### src/rtl/gamma_interp_pkg.sv
// Shared constants for the gamma interpolator: breakpoint codes and
// field types. Assumes 6-bit codes and fourteen references.
package gamma_interp_pkg;
    localparam int NREF    = 14;
    localparam int CODE_W  = 6;
    typedef logic [2:0] seg_t;   // segment 0..5
    typedef logic [4:0] span_t;  // codes in a segment: 1, 14, 15 or 16
    typedef logic [4:0] off_t;   // code minus segment start
    localparam logic [CODE_W-1:0] BP1 = 6'd1;
    localparam logic [CODE_W-1:0] BP2 = 6'd16;
    localparam logic [CODE_W-1:0] BP3 = 6'd32;
    localparam logic [CODE_W-1:0] BP4 = 6'd48;
    localparam logic [CODE_W-1:0] BP5 = 6'd62;
endpackage

### src/rtl/gi_seg_decode.sv
// Maps a 6-bit code onto its interpolation segment, its offset from the
// segment start and the segment span. Purely combinational; code 63 is
// expressed as offset 1 in the last unit-span segment.
module gi_seg_decode
    import gamma_interp_pkg::*;
(
    input  logic [CODE_W-1:0] code,
    output seg_t              seg,
    output off_t              off,
    output span_t             span
);
    // select the segment by comparing against the breakpoints
    always_comb begin
        if (code < BP1) begin
            seg = 3'd0; off = 5'd0;                    span = 5'd1;
        end else if (code < BP2) begin
            seg = 3'd1; off = 5'(code - BP1);          span = 5'd15;
        end else if (code < BP3) begin
            seg = 3'd2; off = 5'(code - BP2);          span = 5'd16;
        end else if (code < BP4) begin
            seg = 3'd3; off = 5'(code - BP3);          span = 5'd16;
        end else if (code < BP5) begin
            seg = 3'd4; off = 5'(code - BP4);          span = 5'd14;
        end else begin
            seg = 3'd5; off = 5'(code - BP5);          span = 5'd1;
        end
    end
endmodule

### src/rtl/gi_lerp.sv
// Picks the two end references of a segment for the given polarity and
// interpolates linearly with round-to-nearest (half rounds away from the
// start reference). Assumes span is 1, 14, 15 or 16.
module gi_lerp
    import gamma_interp_pkg::*;
#(
    parameter int LVL_W = 10
) (
    input  logic                  clk,
    input  logic                  rst_n,
    input  logic                  chk_en,
    input  seg_t                  seg,
    input  off_t                  off,
    input  span_t                 span,
    input  logic                  pol,
    input  logic [NREF*LVL_W-1:0] ref_lvls,
    output logic [LVL_W-1:0]      level
);
    localparam int PW = LVL_W + 5;
    localparam int NW = PW + 2;

    logic [LVL_W-1:0] lvl [NREF];
    logic [3:0]       idx_a, idx_b;
    logic [LVL_W-1:0] end_a, end_b, mag;
    logic             toward_up;
    logic [PW-1:0]    prod;
    logic [NW-1:0]    num, quo;
    logic [LVL_W-1:0] step;

    // unpack the flat reference bus into words
    for (genvar k = 0; k < NREF; k++) begin : g_unpack
        assign lvl[k] = ref_lvls[k*LVL_W +: LVL_W];
    end

    // choose segment end references: upper set ascends index, lower descends
    always_comb begin
        idx_a = pol ? 4'(seg)        : 4'(4'd13 - 4'(seg));
        idx_b = pol ? 4'(4'(seg) + 4'd1) : 4'(4'd12 - 4'(seg));
        end_a = lvl[idx_a];
        end_b = lvl[idx_b];
    end

    // magnitude of the gap, scaled by offset, divided by span with rounding
    always_comb begin
        toward_up = (end_b >= end_a);
        mag       = toward_up ? (end_b - end_a) : (end_a - end_b);
        prod      = PW'(mag) * PW'(off);
        num       = {1'b0, prod, 1'b0} + NW'(span);
        case (span)
            5'd14:   quo = num / NW'(28);
            5'd15:   quo = num / NW'(30);
            5'd16:   quo = num / NW'(32);
            default: quo = num / NW'(2);
        endcase
        step  = LVL_W'(quo);
        level = toward_up ? (end_a + step) : (end_a - step);
    end

    // interpolated level never leaves its segment
    p_within_span_r9: assert property (@(posedge clk) disable iff (!rst_n)
        chk_en |-> ((end_b >= end_a) ? (level >= end_a && level <= end_b)
                                     : (level <= end_a && level >= end_b)));
endmodule

### src/rtl/gi_col_seq.sv
// Column sequencer: on a start while idle walks the read index over all
// columns one per clock, and flags the cycle in which each column's read
// data is returned (memory assumed to have one cycle of read latency).
module gi_col_seq #(
    parameter int NCOL  = 64,
    parameter int COL_W = $clog2(NCOL)
) (
    input  logic             clk,
    input  logic             rst_n,
    input  logic             start,
    output logic [COL_W-1:0] rd_addr,
    output logic             data_vld,
    output logic [COL_W-1:0] data_col
);
    localparam logic [COL_W-1:0] LAST = COL_W'(NCOL - 1);
    logic busy;

    // read index walk; a start during a walk is not looked at
    always_ff @(posedge clk) begin
        if (!rst_n) begin
            busy    <= 1'b0;
            rd_addr <= '0;
        end else if (!busy) begin
            busy    <= start;
            rd_addr <= '0;
        end else if (rd_addr == LAST) begin
            busy    <= 1'b0;
            rd_addr <= '0;
        end else begin
            rd_addr <= rd_addr + 1'b1;
        end
    end

    // mark the cycle in which memory data belongs to the issued index
    always_ff @(posedge clk) begin
        if (!rst_n) begin
            data_vld <= 1'b0;
            data_col <= '0;
        end else begin
            data_vld <= busy;
            data_col <= rd_addr;
        end
    end

    // the index advances by one every clock of a walk
    p_index_step_r2: assert property (@(posedge clk) disable iff (!rst_n)
        busy && rd_addr != LAST |=> busy && rd_addr == $past(rd_addr) + 1'b1);

    // a start during a walk does not send the index back to zero
    p_no_restart_r5: assert property (@(posedge clk) disable iff (!rst_n)
        busy && start && rd_addr != LAST |=> rd_addr != '0);
endmodule

### src/rtl/gamma_interp_top.sv
// Gamma code-to-level interpolator. Reads code and polarity per column,
// interpolates the level from fourteen references and writes it two
// clocks after the column index was issued. Assumes a read memory with
// one cycle of latency and references obeying the ordering rules.
module gamma_interp_top
    import gamma_interp_pkg::*;
#(
    parameter int NCOL  = 64,
    parameter int LVL_W = 10,
    parameter int COL_W = $clog2(NCOL)
) (
    input  logic                  clk,
    input  logic                  rst_n,
    input  logic                  start,
    output logic [COL_W-1:0]      rd_addr,
    input  logic [CODE_W-1:0]     rd_code,
    input  logic                  rd_pol,
    input  logic [NREF*LVL_W-1:0] ref_lvls,
    output logic                  wr_en,
    output logic [COL_W-1:0]      wr_addr,
    output logic [LVL_W-1:0]      wr_level,
    output logic                  done
);
    localparam logic [COL_W-1:0] LAST = COL_W'(NCOL - 1);

    logic             data_vld;
    logic [COL_W-1:0] data_col;
    seg_t             seg;
    off_t             off;
    span_t            span;
    logic [LVL_W-1:0] level;

    gi_col_seq #(.NCOL(NCOL), .COL_W(COL_W)) u_seq (
        .clk(clk), .rst_n(rst_n), .start(start), .rd_addr(rd_addr),
        .data_vld(data_vld), .data_col(data_col)
    );

    gi_seg_decode u_dec (
        .code(rd_code), .seg(seg), .off(off), .span(span)
    );

    gi_lerp #(.LVL_W(LVL_W)) u_lerp (
        .clk(clk), .rst_n(rst_n), .chk_en(data_vld), .seg(seg), .off(off),
        .span(span), .pol(rd_pol), .ref_lvls(ref_lvls), .level(level)
    );

    // register the write port from the returned column data
    always_ff @(posedge clk) begin
        if (!rst_n) begin
            wr_en    <= 1'b0;
            wr_addr  <= '0;
            wr_level <= '0;
        end else begin
            wr_en    <= data_vld;
            wr_addr  <= data_col;
            wr_level <= level;
        end
    end

    // one-cycle completion pulse after the last column's write
    always_ff @(posedge clk) begin
        if (!rst_n) done <= 1'b0;
        else        done <= wr_en && (wr_addr == LAST);
    end

    // reset leaves the write port and done quiet
    p_quiet_reset_r1: assert property (@(posedge clk)
        !rst_n |=> !wr_en && !done);

    // returned data produces a write for the same column next cycle
    p_write_follows_r3: assert property (@(posedge clk) disable iff (!rst_n)
        data_vld |=> wr_en && wr_addr == $past(data_col));

    // done lasts one cycle
    p_done_single_r4: assert property (@(posedge clk) disable iff (!rst_n)
        done |=> !done);

    // done only after the last column was written
    p_done_after_last_r4: assert property (@(posedge clk) disable iff (!rst_n)
        $rose(done) |-> $past(wr_en) && $past(wr_addr) == LAST);
endmodule

### config.mk
export PLATFORM = sky130hd
export DESIGN_NAME = gamma_interp_top
export DESIGN_NICKNAME = d
export VERILOG_FILES = /design/src/rtl/gamma_interp_pkg.sv /design/src/rtl/gi_seg_decode.sv /design/src/rtl/gi_lerp.sv /design/src/rtl/gi_col_seq.sv /design/src/rtl/gamma_interp_top.sv
export SDC_FILE = /design/constraint.sdc
export NUM_CORES = 1
export LEC_CHECK = 0
export ABC_CLOCK_PERIOD_IN_PS = 28200
export BUFFER_PORTS_ARGS = -buffer_cell sky130_fd_sc_hd__buf_4
export CORE_MARGIN = 1
export CORE_UTILIZATION = 52
export CTS_CLUSTER_DIAMETER = 100
export DETAILED_ROUTE_END_ITERATION = 8
export GPL_ROUTABILITY_DRIVEN = 0
export PLACE_DENSITY = 0.83
export RECOVER_POWER = 100
export SYNTH_ARGS = -nofsm -noshare
export SYNTH_HDL_FRONTEND = slang
export SYNTH_SLANG_ARGS = --single-unit
### constraint.sdc
create_clock -name clk -period 28.2 [get_ports clk]
set_input_delay 5.64 -clock clk [delete_from_list [all_inputs] [get_ports clk]]
set_output_delay 5.64 -clock clk [all_outputs]
set_load 0.01 [all_outputs]
======== After elaboration in Yosys (flattened, before gate mapping) ========
Cells that the tools add are included.
word-level totals
  bits in registers ....................... 32
operators by class
  magnitude comparators ................... 8
  multiplexer cells ....................... 28
  bitwise gates (word level) .............. 4
  equality and inequality tests ........... 5
  divide/modulo/power cells ............... 2
  reductions and logical operators ........ 2
  $add $sub $neg .......................... 14
  multipliers ............................. 1
operators by type and width
  cell                                                        number
  binary-select mux 10 bit (select 4 bit)                     2
  2-to-1 mux 10 bit                                           6
  2-to-1 mux 5 bit                                            9
  divider 17 x 5 -> 17 bit, second input constant             2
  one-hot mux 10 bit (3 select lines)                         1
  subtractor 10 bit                                           3
  less-than comparator 6 bit, second input constant           3
  adder 16 x 5 -> 17 bit                                      1
  multiplier 10 x 5 -> 15 bit                                 1
  subtractor 5 bit, second input constant                     3
  equality test 6 bit, second input constant                  2
  2-to-1 mux 3 bit                                            4
  2-to-1 mux 4 bit                                            3
  adder 10 bit                                                1
  equality test 5 x 4 -> 1 bit, second input constant         2
  >= comparator 10 bit                                        1
  >= comparator 5 bit, second input constant                  2
  NOT 4 -> 5 bit                                              2
  subtractor 5 x 1 -> 5 bit, second input constant            2
  subtractor 4 x 3 -> 4 bit, first input constant             2
  adder 6 x 1 -> 6 bit, second input constant                 1
  less-than comparator 6 x 1 -> 1 bit, second input constant  1
  less-than comparator 6 x 5 -> 1 bit, second input constant  1
  equality test 5 bit, second input constant                  1
  5 further kinds                                             8

======== Depth between registers and ports, before layout ========
  word-level depth ........................ 20
  mapped depth ............................ 99

======== Modules after synthesis ========
A second synthesis with hierarchy kept.
second synthesis, totals
  cell total of the unflattened synthesis .. 1347
  area total of the unflattened synthesis .. 10889.2 µm²
by module, submodules not included
  module            instances  area each (µm²)  cells an instance
  gi_lerp           1          9589.2           1214
  gamma_interp_top  1          510.5            39
  gi_col_seq        1          449.2            43
  gi_seg_decode     1          340.3            51

======== Least setup slack after synthesis ========
OpenSTA, ideal clock, no wires.
  kind .................................... input to register
  start point ............................. input port rd_code[4]
  end point ............................... register wr_level[9]
  library setup time ...................... 120 ps
  cell stages on the path ................. 94
  slack ................................... 2937 ps
  data required time ...................... 28080 ps
  arrival ................................. 25143 ps
  cells stage by stage .................... inv_1 -> ha_1 -> clkbuf_1 -> nand2_1 -> nor3_1 -> o21bai_1 -> xnor2_1 -> clkbuf_1 -> buf_1 -> mux4_2 -> mux2i_1 -> nor2_1 -> a311o_1 -> inv_1 -> ha_1 -> inv_1 -> fa_1 -> a21o_1 -> [58 not listed] -> ha_1 -> nor2_1 -> a21oi_1 -> ha_1 -> a21o_1 -> a21o_1 -> a21o_1 -> a21oi_1 -> o21bai_1 -> a21oi_1 -> o21bai_1 -> a21oi_1 -> xnor2_1 -> xnor2_1 -> nor2_1 -> nand2_1 -> o311ai_1 -> a211o_1
on the way
  word-level cells in the longest chain between the ends .. 20
  elaborated cells between the ends (all ways) .. 53
  those cells by class .................... add/sub (13); mul (1); div (2); order compare (6); eq/ne (3); mux (26); bitwise (2)
RTL lines
  element                                                           RTL line                      RTL
  start: declaration                                                gamma_interp_top.sv:16        input logic [CODE_W-1:0] rd_code,
  less-than comparator 6 bit                                        gi_seg_decode.sv:22           end else if (code < BP5) begin
  2-to-1 mux 1 bit                                                  gi_seg_decode.sv:22
  2-to-1 mux 3 bit                                                  gi_seg_decode.sv:20           end else if (code < BP4) begin
  2-to-1 mux 3 bit                                                  gi_seg_decode.sv:18           end else if (code < BP3) begin
  2-to-1 mux 3 bit                                                  gi_seg_decode.sv:16           end else if (code < BP2) begin
  2-to-1 mux 3 bit                                                  gi_seg_decode.sv:14           if (code < BP1) begin
  subtractor 4 x 3 -> 4 bit, or another cell as far along           gi_lerp.sv:37                 idx_a = pol ? 4'(seg) : 4'(4'd13 - 4'(seg));
  2-to-1 mux 4 bit (on tied branches)                               gi_lerp.sv:37, gi_lerp.sv:38
  [4 not listed]                                                    -
  subtractor 10 bit / >= comparator 10 bit (equally long branches)  gi_lerp.sv:46, gi_lerp.sv:45
  2-to-1 mux 10 bit                                                 gi_lerp.sv:46                 mag = toward_up ? (end_b - end_a) : (end_a - end_b);
  multiplier 10 x 5 -> 15 bit                                       gi_lerp.sv:47                 prod = PW'(mag) * PW'(off);
  adder 16 x 5 -> 17 bit                                            gi_lerp.sv:48                 num = {1'b0, prod, 1'b0} + NW'(span);
  divider 17 x 5 -> 17 bit (on tied branches)                       gi_lerp.sv:51, gi_lerp.sv:50
  one-hot mux 10 bit (3 select lines)                               gi_lerp.sv:49                 case (span)
  subtractor 10 bit / adder 10 bit (equally long branches)          gi_lerp.sv:56                 level = toward_up ? (end_a + step) : (end_a - step);
  2-to-1 mux 10 bit (*)                                             gi_lerp.sv:56
  end signal: assignment                                            gamma_interp_top.sv:56        wr_level <= level;
  end: declaration                                                  gamma_interp_top.sv:21        output logic [LVL_W-1:0] wr_level,
Every way passes the cells marked *; elsewhere a longest branch is shown, timed or not. The select of a mux whose other input is x is not followed.
A chain may end at the register's enable or synchronous reset.

======== Worst setup path after layout ========
Same ends and word-level chain as after synthesis.

==> results.py <==
metrics = {
    "clock_network": {
        "clk_pin_slew_worst_paths_ns": 0.05,
        "cts_tree": "built",
        "htreeDepth": 2,
        "numCtsBuffers": 5,
        "root_buffer": "clkbuf_16",
        "insertion_delay_ns": 0.27,
        "post_cts_buffers": 0,
        "hold_buffers": 0,
        "cts_sinks": 32,
        "clock_path_buffers": 2,
    },
    "global_routing": {
        "antenna_found_initial": 0,
        "first_global_vias": 10400,
        "grt_overflow_total": 0,
        "grt_pass1_wl_mm": 48.9,
        "grt_max_degree": 51,
        "track_usage": 0.292,
    },
    "setup_path": {
        "max_stage_delay_ns": 0.56,
        "crit_type": "input pin to flip-flop",
        "crit_required_ns": 28.41,
        "crit_slowest_cell": "fa_1",
        "start_kind": "input pin",
        "r2r_cells": 4,
        "crit_fanout": 50,
        "cp-end-kind": "flip-flop",
        "crit_arrival_ns": 26.90,
    },
    "die": {
        "rows": 50,
        "die_y_um": 142,
        "coreArea_sq_um": 19000,
        "dieArea_sq_um": 20100,
        "initial_core_util": 0.536,
        "ioPinCount": 174,
        "die_w_um": 142,
    },
    "final_layout": {
        "layout_commonest_cell": "buf_4",
        "final_util": 0.621,
        "diodes": 0,
        "n_fill_cell": 1661,
        "fin_nets": 1678,
        "drive_above_1_share": 0.226,
        "area_delta_synth_final_pct": 15.8,
        "layout_common_cells": "buf_4, nand2_1, nor2_1",
        "final_cells": 1682,
    },
    "detailed_routing": {
        "ant_nets": 0,
        "routed_wl_mm": 29.4,
        "vias": 10800,
        "drt-initial-drc-count": 846,
        "drtPass1Iterations": 6,
        "wl_per_cell_um": 17.5,
        "via_per_inst": 6.43,
        "drc": 0,
    },
    "logic_synthesis": {
        "synthFlopType": "dfxtp_1",
        "ys_warn_count": 0,
        "yosysTopAreaCell": "mux4_2",
        "synth-edff-count": 0,
        "ys_seq_area_frac": 0.0630,
        "synthCells": 1285,
        "synth.area.top_cells": "mux4_2, ha_1, dfxtp_1",
        "ys_types": 112,
        "syn-num-nets": 1541,
        "ys_ff_latch": 32,
        "async_reset_ff_frac": 0,
        "synth_top_area_share": 0.133,
        "netlist_area_sq_um": 10200,
        "syn_avg_cell_area_sq_um": 7.91,
    },
    "timing": {
        "tns_ns": 0,
        "max_freq_mhz": 37.5,
        "min_period_ns": 26.69,
        "slew_violations": 0,
        "tightest_slew_ns": 0.910,
        "hold_viol_final": 0,
        "setup_violations": 0,
        "relSlewSlack": 0.378,
        "post-route-period-util": 0.946,
        "fin_skew_ns": 0.00261,
    },
    "hold_path": {
        "whs_path_depth": 1,
        "hold_class": "flip-flop to flip-flop",
    },
    "placement": {
        "io_buffer_count": 173,
        "dp_hpwl_mm": 23.9,
        "dp_cells": 1675,
    },
    "status": {
        "status": "complete, no violations",
    },
    "job": {
        "drv_cap": 0,
    },
}
-- sequential cells by signal, indices dropped and copies added, names as in the netlist --
register,flops
done,1
u_seq.busy,1
u_seq.data_col,6
u_seq.data_vld,1
u_seq.rd_addr,6
wr_addr,6
wr_en,1
wr_level,10
-- synthesized netlist by cell type, drive strengths merged (8+ instances only) --
master	instances
or3b	10
mux2	8
o21bai	13
a221oi	10
a21oi	100
mux4	60
nor2	124
a21boi	8
nand2	138
fa	28
o211ai	13
nand2b	18
a211o	8
ha	78
a31oi	13
nor3	26
xor2	18
nand3	14
and3	13
o21ai	63
mux2i	31
buf	20
a311o	10
and2	38
a21o	22
inv	95
a211oi	21
o21a	9
clkbuf	34
xnor2	41
or2	27
dfxtp	32
nor2b	13
-- cell type report --
class | instances | area [sq um] | area share
Timing Repair Buffer | 184 | 1300 | 0.110
Tap cell | 260 | 325 | 0.0276
Inverter | 95 | 357 | 0.0303
Sequential cell | 32 | 641 | 0.0544
Multi-Input combinational cell | 1104 | 9000 | 0.764
Clock buffer | 7 | 153 | 0.0130
-- per-stage QoR --
| step | area, sq um | setup WS, ns | hold WS [ns] |
|---|---|---|---|
| finish | 11800 | 1.51 | 0.431 |
| global route | 11800 | -0.0183 | 0.440 |
| CTS | 11900 | 1.08 | 0.431 |
| detailed placement | 11700 | 0.852 | 0.418 |
| global placement | 11700 | 1.97 | 0.413 |
| floorplan | 10200 | 2.94 | 0.412 |
-- metal layers --
metal / track usage / part of all wire / up-vias
met4: 0.114 / 0.035 / 0
met1: 0.376 / 0.43 / 5162
met2: 0.503 / 0.47 / 515
met5: 0 / 0 / -
met3: 0.0270 / 0.068 / 94
li1: - / - / 5049
-- kinds of logic (layout without fill, tap and decap cells) --
group | count (synthesis) | in the layout | share of synthesized area
adders and majority gates | 106 | 106 | 0.151
buffers and inverters | 149 | 286 | 0.0581
muxes | 99 | 99 | 0.173
DFF | 32 | 32 | 0.0630
and+or+nand+nor | 468 | 468 | 0.234
xor gates and xnor gates | 59 | 59 | 0.0523
AOI/OAI and AO/OA | 372 | 372 | 0.268
-- final timing paths --
path	start	slack, ns	endpoint
setup / recovery	rd_code[4]	1.51	wr_level[9]
hold / removal	u_seq.data_col[1]	0.43	wr_addr[1]
setup reg to reg	u_seq.rd_addr[0]	26.69	u_seq.busy
hold reg to reg	u_seq.data_col[1]	0.43	wr_addr[1]
-- worst max-delay path: cells and delay by family --
| family | cells | cell delay [ns] |
|---|---|---|
| xor gates and xnor gates | 6 | 1.48 |
| and+or+nand+nor | 20 | 4.43 |
| muxes | 6 | 2.22 |
| buffers and inverters | 8 | 0.87 |
| adders and majority gates | 10 | 3.73 |
| AOI/OAI and AO/OA | 37 | 8.46 |
-- repair_timing --
| item | 4_1_cts | 5_1_grt |
|---|---|---|
| gates resized for setup | 0 | 5 |
| hold endpoints to repair | 0 | 0 |
| setup endpoints to repair | 0 | 1 |
Power is not shown: default switching activity piles up to over one toggle a cycle in this logic, so the estimate is an artifact.
